File: src/rtl/uart_lsr_pkg.sv
package uart_lsr_pkg;
   localparam int DW = 8;
   localparam int EW = 3;

   typedef struct packed {
      logic [EW-1:0] err;   // [2] break, [1] framing, [0] parity
      logic [DW-1:0] data;
   } rx_ent_t;

   function automatic logic [4:0] trig_level(input logic [1:0] sel);
      case (sel)
         2'd0:    return 5'd1;
         2'd1:    return 5'd4;
         2'd2:    return 5'd8;
         default: return 5'd14;
      endcase
   endfunction
endpackage

File: src/rtl/lsr_fifo.sv
module lsr_fifo #(
   parameter  int W     = 8,
   parameter  int DEPTH = 16,
   localparam int AW    = (DEPTH > 1) ? $clog2(DEPTH) : 1,
   localparam int CW    = $clog2(DEPTH + 1)
) (
   input  logic          clk,
   input  logic          rst_n,
   input  logic          push,
   input  logic [W-1:0]  din,
   input  logic          pop,
   output logic [W-1:0]  dout,
   output logic [CW-1:0] count
);
   if ((DEPTH & (DEPTH - 1)) != 0) begin : g_bad_depth
      $error("lsr_fifo: DEPTH must be a power of two");
   end

   logic [W-1:0]  mem [DEPTH];
   logic [AW-1:0] wr_ptr, rd_ptr;

   always_ff @(posedge clk) begin
      if (push) mem[wr_ptr] <= din;
   end

   always_ff @(posedge clk or negedge rst_n) begin
      if (!rst_n) begin
         wr_ptr <= '0;
         rd_ptr <= '0;
         count  <= '0;
      end else begin
         if (push) wr_ptr <= wr_ptr + AW'(1);
         if (pop)  rd_ptr <= rd_ptr + AW'(1);
         case ({push, pop})
            2'b10:   count <= count + CW'(1);
            2'b01:   count <= count - CW'(1);
            default: count <= count;
         endcase
      end
   end

   assign dout = mem[rd_ptr];
endmodule

File: src/rtl/lsr_delay.sv
module lsr_delay #(
   parameter int HAS_TMR = 1,
   parameter int TMR_W   = 16
) (
   input  logic             clk,
   input  logic             rst_n,
   input  logic             en,
   input  logic [TMR_W-1:0] reload,
   input  logic             src,
   input  logic             restart,
   output logic             out
);
   if (HAS_TMR != 0) begin : g_tmr
      logic [TMR_W-1:0] cnt;
      logic             hit;

      always_ff @(posedge clk or negedge rst_n) begin
         if (!rst_n) begin
            cnt <= '0;
            hit <= 1'b0;
         end else if (!src) begin
            cnt <= reload;
            hit <= 1'b0;
         end else if (restart && !hit) begin
            cnt <= reload;
         end else if (cnt != '0) begin
            cnt <= cnt - TMR_W'(1);
         end else begin
            hit <= 1'b1;
         end
      end

      assign out = en ? (hit & src) : src;
   end else begin : g_pass
      logic unused_tmr;
      assign unused_tmr = ^{clk, rst_n, en, reload, restart};
      assign out = src;
   end
endmodule

File: src/rtl/lsr_rx_path.sv
module lsr_rx_path
   import uart_lsr_pkg::*;
#(
   parameter  int DEPTH = 16,
   localparam int CW    = $clog2(DEPTH + 1)
) (
   input  logic          clk,
   input  logic          rst_n,
   input  logic          fifo_en,
   input  logic          ctl_wr,
   input  logic [DW-1:0] ctl_data,
   input  logic          ctl_flag_wr,
   input  logic [EW-1:0] ctl_flags,
   input  logic          host_rd,
   input  logic          host_lsr_rd,
   output logic [DW-1:0] host_data,
   output logic [EW-1:0] head_err,
   output logic          data_rdy,
   output logic          overrun,
   output logic          err_any,
   output logic          accept
);
   rx_ent_t       in_ent, head;
   logic [EW-1:0] shadow;
   logic [CW-1:0] cnt, cap, err_cnt;
   logic          take;

   assign cap    = fifo_en ? CW'(DEPTH) : CW'(1);
   assign accept = ctl_wr && (cnt < cap);
   assign take   = host_rd && (cnt != '0);
   assign in_ent = '{err: shadow, data: ctl_data};

   lsr_fifo #(.W($bits(rx_ent_t)), .DEPTH(DEPTH)) u_store (
      .clk   (clk),
      .rst_n (rst_n),
      .push  (accept),
      .din   (in_ent),
      .pop   (take),
      .dout  (head),
      .count (cnt)
   );

   always_ff @(posedge clk or negedge rst_n) begin
      if (!rst_n) begin
         shadow  <= '0;
         overrun <= 1'b0;
         err_cnt <= '0;
      end else begin
         if (ctl_flag_wr)    shadow <= ctl_flags;
         else if (ctl_wr)    shadow <= '0;
         if (ctl_wr && !accept) overrun <= 1'b1;
         else if (host_lsr_rd)  overrun <= 1'b0;
         case ({accept && (shadow != '0), take && (head.err != '0)})
            2'b10:   err_cnt <= err_cnt + CW'(1);
            2'b01:   err_cnt <= err_cnt - CW'(1);
            default: err_cnt <= err_cnt;
         endcase
      end
   end

   assign host_data = head.data;
   assign data_rdy  = (cnt != '0);
   assign head_err  = data_rdy ? head.err : '0;
   assign err_any   = (err_cnt != '0);
endmodule

File: src/rtl/lsr_tx_path.sv
module lsr_tx_path
   import uart_lsr_pkg::*;
#(
   parameter  int DEPTH = 16,
   localparam int CW    = $clog2(DEPTH + 1)
) (
   input  logic          clk,
   input  logic          rst_n,
   input  logic          fifo_en,
   input  logic [1:0]    trig_sel,
   input  logic          host_wr,
   input  logic [DW-1:0] host_data,
   input  logic          ctl_rd,
   output logic [DW-1:0] ctl_data,
   output logic [CW-1:0] level,
   output logic          thre
);
   logic [CW-1:0] cap, trig, nxt;
   logic          put, take;

   assign cap  = fifo_en ? CW'(DEPTH) : CW'(1);
   assign trig = fifo_en ? CW'(trig_level(trig_sel)) : CW'(1);
   assign put  = host_wr && (level < cap);
   assign take = ctl_rd && (level != '0);
   assign nxt  = level + CW'(put) - CW'(take);

   lsr_fifo #(.W(DW), .DEPTH(DEPTH)) u_store (
      .clk   (clk),
      .rst_n (rst_n),
      .push  (put),
      .din   (host_data),
      .pop   (take),
      .dout  (ctl_data),
      .count (level)
   );

   always_ff @(posedge clk or negedge rst_n) begin
      if (!rst_n)            thre <= 1'b1;
      else if (nxt == '0)    thre <= 1'b1;
      else if (nxt >= trig)  thre <= 1'b0;
   end
endmodule

File: src/rtl/uart_lsr_emu.sv
module uart_lsr_emu
   import uart_lsr_pkg::*;
#(
   parameter int RX_DEPTH   = 16,
   parameter int TX_DEPTH   = 16,
   parameter int TMR_W      = 16,
   parameter int RX_HAS_TMR = 1,
   parameter int TX_HAS_TMR = 1
) (
   input  logic                          clk,
   input  logic                          rst_n,
   input  logic                          fifo_en,
   input  logic [1:0]                    tx_trig_sel,
   input  logic                          rx_tmr_en,
   input  logic [TMR_W-1:0]              rx_tmr_reload,
   input  logic                          tx_tmr_en,
   input  logic [TMR_W-1:0]              tx_tmr_reload,
   input  logic                          host_tx_wr,
   input  logic [7:0]                    host_tx_data,
   input  logic                          host_rx_rd,
   input  logic                          host_lsr_rd,
   output logic [7:0]                    host_rx_data,
   output logic [7:0]                    host_lsr,
   input  logic                          ctl_rx_wr,
   input  logic [7:0]                    ctl_rx_data,
   input  logic                          ctl_lsr_wr,
   input  logic [2:0]                    ctl_err_flags,
   input  logic                          ctl_tx_rd,
   output logic [7:0]                    ctl_tx_data,
   output logic [$clog2(TX_DEPTH+1)-1:0] ctl_tx_level,
   output logic [7:0]                    ctl_lsr
);
   if (TX_DEPTH < 14) begin : g_bad_tx
      $error("uart_lsr_emu: TX_DEPTH must cover the largest trigger level");
   end
   if (RX_DEPTH < 1 || TMR_W < 1) begin : g_bad_rx
      $error("uart_lsr_emu: RX_DEPTH and TMR_W must be positive");
   end

   logic [EW-1:0] head_err;
   logic dr_raw, ovr, err_any, rx_acc, thre_raw, dr_host, thre_host, err_bit;

   lsr_rx_path #(.DEPTH(RX_DEPTH)) u_rx (
      .clk(clk), .rst_n(rst_n), .fifo_en(fifo_en),
      .ctl_wr(ctl_rx_wr), .ctl_data(ctl_rx_data),
      .ctl_flag_wr(ctl_lsr_wr), .ctl_flags(ctl_err_flags),
      .host_rd(host_rx_rd), .host_lsr_rd(host_lsr_rd),
      .host_data(host_rx_data), .head_err(head_err), .data_rdy(dr_raw),
      .overrun(ovr), .err_any(err_any), .accept(rx_acc)
   );

   lsr_tx_path #(.DEPTH(TX_DEPTH)) u_tx (
      .clk(clk), .rst_n(rst_n), .fifo_en(fifo_en), .trig_sel(tx_trig_sel),
      .host_wr(host_tx_wr), .host_data(host_tx_data), .ctl_rd(ctl_tx_rd),
      .ctl_data(ctl_tx_data), .level(ctl_tx_level), .thre(thre_raw)
   );

   lsr_delay #(.HAS_TMR(RX_HAS_TMR), .TMR_W(TMR_W)) u_rx_dly (
      .clk(clk), .rst_n(rst_n), .en(rx_tmr_en), .reload(rx_tmr_reload),
      .src(dr_raw), .restart(rx_acc), .out(dr_host)
   );

   lsr_delay #(.HAS_TMR(TX_HAS_TMR), .TMR_W(TMR_W)) u_tx_dly (
      .clk(clk), .rst_n(rst_n), .en(tx_tmr_en), .reload(tx_tmr_reload),
      .src(thre_raw), .restart(1'b0), .out(thre_host)
   );

   assign err_bit  = fifo_en & err_any;
   assign host_lsr = {err_bit, thre_host, thre_host, head_err, ovr, dr_host};
   assign ctl_lsr  = {err_bit, thre_raw,  thre_raw,  head_err, ovr, dr_raw};
endmodule

File: config.mk
export PLATFORM = sky130hd
export DESIGN_NAME = uart_lsr_emu
export DESIGN_NICKNAME = d
export VERILOG_FILES = /design/src/rtl/uart_lsr_pkg.sv /design/src/rtl/lsr_fifo.sv /design/src/rtl/lsr_delay.sv /design/src/rtl/lsr_rx_path.sv /design/src/rtl/lsr_tx_path.sv /design/src/rtl/uart_lsr_emu.sv
export SDC_FILE = /design/constraint.sdc
export NUM_CORES = 1
export LEC_CHECK = 0
export BUFFER_PORTS_ARGS = -buffer_cell sky130_fd_sc_hd__buf_2
export CORE_MARGIN = 1.5
export CORE_UTILIZATION = 60
export DETAILED_ROUTE_END_ITERATION = 7
export PLACE_DENSITY = 0.83
export SKIP_CTS_REPAIR_TIMING = 1
export SLEW_MARGIN = 20
export SYNTH_ARGS = -nofsm -noshare
export SYNTH_HDL_FRONTEND = slang
export SYNTH_HIERARCHICAL = 1
export SYNTH_SLANG_ARGS = --single-unit
File: constraint.sdc
create_clock -name clk -period 8.1 [get_ports clk]
set_input_delay 0.405 -clock clk [delete_from_list [all_inputs] [get_ports clk]]
set_output_delay 0.405 -clock clk [all_outputs]
set_load 0.01 [all_outputs]
==> impl_metrics.yaml <==
critical_path:
  worstSetupPathType: "reg -> reg"
  critPathCaptureType: "register"
  reg2reg_to: "u_rx/err_cnt[4]"
  arrival_ns: 4.17
  regToRegSetupSlack_ns: 4.33
  start_kind: "register"
  critPathTopFamily: "simple AND/OR/NAND/NOR gates"
  crit_path_top_delay_cell: "dfrtp_2"
  required_ns: 8.50
  crit_path_max_fanout: 22
  path_cells: "mux4_2 > a22oi_1 > nand2_1 > o31a_1 > ha_1 > ha_1 > nor2b_1 > or4_1 > nand3_1 > o311ai_1"
  worst-path-buf-inv: 0
  r2r_start: "u_rx/u_store/rd_ptr[0]"
  worst_path_most_repeated_cell: "ha_1"
  slowest_delay_ns: 0.84
  ff2ff_path_depth: 10
synth:
  synthArstFlopShare: 0.1872
  ys_top_cells_by_area: "edfxtp_1, dfrtp_1, mux4_2"
  ys_types: 70
  synthTopCellsByCount: "edfxtp_1, nand2_1, dfrtp_1, mux4_2, and2_1"
  yosysTopAreaCell: "edfxtp_1"
  synthFlopType: "edfxtp_1"
  netlist_area_um2: 16550
  netlist_instances: 1023
  syn_avg_cell_area_um2: 16.18
  ys_ff_latch: 374
  synth_edf_count: 304
  yosysTopAreaCellShare: 0.5515
  synth-seq-area-share: 0.6574
  yosys_warnings: 6
  yosysMostFrequentCell: "edfxtp_1"
final_layout:
  multi_input_area_um2: 5177
  fin_nets: 1220
  drive_gt1_frac: 0.2215
  regArea_um2: 10890
  fin_cells: 1485
  nFillCells: 1710
  layout-area-overhead-vs-synth_pct: 11.41
detailed_routing:
  routed_via_density: 6.390
  routed_wirelength_mm: 34.15
  drt_first_pass_iters: 5
  vias: 9489
  drcViolationCount: 0
  detail_route.wl_per_cell_um: 23.00
  drt_iter0_drc: 898
  drtAntennaViolNets: 0
global_route:
  grt_overflow: 0
  grt_pass1_wl_mm: 53.12
  grt.total_usage: 0.2470
  grt_pass1_vias: 9407
  grt_max_degree: 71
  antenna_found_initial: 2
clock_tree:
  clk_pin_slew_ns: 0.06
  cts_htree_levels: 2
  cts_tree: "yes"
  cts_buffer_depth: 3
  ctsRootBufferMaster: "clkbuf_16"
  clock-sinks: 374
  clk_latency_ns: 0.54
  numCtsBuffers: 38
timing:
  setup_slack_ns: 4.326
  final_hold_viol_count: 4
  final-max-slew-violation-count: 0
  setup_viol: 0
  whs_ns: -0.001423
  tightestPinTransition_ns: 1.088
  finClkSkew_ns: 0.03089
  finalCritPeriodShare: 0.4659
  final.min_clock_period_ns: 3.774
  max_freq_ghz: 0.2650
  maxSlewHeadroom: 0.2718
  rsz0062_at_grt: "false"
  tns_ns: 0
floorplan:
  die_h_um: 169.1
  initial_core_util: 0.6125
  rows: 60
  ioPinCount: 101
  die_x_um: 169.1
  dieArea_um2: 28590
  coreArea_um2: 27030
placed_design:
  port_buffers: 100
  place_ws_ns: 4.333
  hpwl_mm: 20.06
  dp.cells: 1417
  place_congestion: 0.8391
power:
  p_leak_nw: 6.650
  peakVddDrop_mv: 0.2042
  pwr_density_cell_nw_per_um2: 347.3
outcome:
  outcome: "complete, but fails checks"
  failed_checks: "negative hold slack"
job:
  drv_cap: 0
min_path:
  hold_path_class: "in -> async"
flip-flops by register name (all words and copies together), names as in the netlist, 5 cells and up:
name                cells
u_rx/err_cnt            5
u_rx/u_store/count      5
u_rx/u_store/mem      176
u_rx_dly/g_tmr.cnt     16
u_tx/u_store/count      5
u_tx/u_store/mem      128
u_tx_dly/g_tmr.cnt     16
area by class of cell:
type	count	share of cell area
flip-flops and latches	374	0.5905
multi-input cells	560	0.2808
clock buffers	48	0.05577
repair buffers	103	0.02850
well taps	341	0.02314
clock inverters	18	0.01309
inverters	39	0.007938
diodes	2	0.0002714
power by group:
part           leakage, nW  internal [mW]  switching (mW)
Sequential            3.57           2.31           0.334
Combinational         2.46          0.930            1.06
Clock                0.621           1.04           0.732
routing by layer:
layer / global-route usage / wire length (um)
met1: 0.3412 / 13610
met2: 0.4010 / 16830
met3: 0.05120 / 2901
met4: 0.07695 / 799
met5: 0 / 12
through the flow:
step	util	power [mW]	cell area, um^2	hold slack [ns]
after global placement	0.6349	4.547	17160	0.4958
after floorplan	-	4.132	16560	0.1094
after CTS	0.6819	6.427	18430	0.03214
after global routing	0.6822	6.742	18440	0.06506
final	0.6824	6.405	18440	-0.001423
after detailed placement	0.6349	4.618	17160	0.4931
logic make-up after synthesis:
| logic type | share of synthesized area |
|---|---|
| xor gates and xnor gates | 0.02064 |
| AOI/OAI and AO/OA | 0.05685 |
| DFF | 0.6574 |
| adders and majority gates | 0.03114 |
| other | 0.0002266 |
| and+or+nand+nor | 0.09139 |
| muxes | 0.1122 |
| buffers and inverters | 0.03016 |
how the worst max path moves through the flow:
stage               slack (ns)  cells past startpoint              end                   start
global route              4.08                     10  u_rx/err_cnt[4]  u_rx/u_store/rd_ptr[0]
CTS                       4.23                     10  u_rx/err_cnt[4]  u_rx/u_store/rd_ptr[1]
detailed placement        4.33                     10  u_rx/err_cnt[4]  u_rx/u_store/rd_ptr[1]
floorplan                 4.90                     12  u_rx/err_cnt[4]  u_rx/u_store/rd_ptr[0]
global placement          4.47                     10  u_rx/err_cnt[4]  u_rx/u_store/rd_ptr[1]
finish                    4.33                     10  u_rx/err_cnt[4]  u_rx/u_store/rd_ptr[0]
cells in the final DEF, fill, tap and decap left out, types with 13 or more instances in the layout:
cell type / synthesis / routed
a22oi_1: 38 / 38
a31oi_1: 15 / 15
and2_1: 41 / 41
buf_2: 9 / 99
clkbuf_16: 0 / 38
dfrtp_1: 69 / 66
edfxtp_1: 304 / 304
ha_1: 38 / 38
inv_1: 38 / 38
mux4_1: 16 / 16
mux4_2: 60 / 60
nand2_1: 73 / 73
nand3_1: 19 / 19
nand4_1: 14 / 14
nor2_1: 25 / 25
nor3_1: 13 / 13
o21ai_0: 21 / 21
xnor2_1: 16 / 16
xor2_1: 23 / 23
Note: power is estimated with default switching activity, not from simulation.
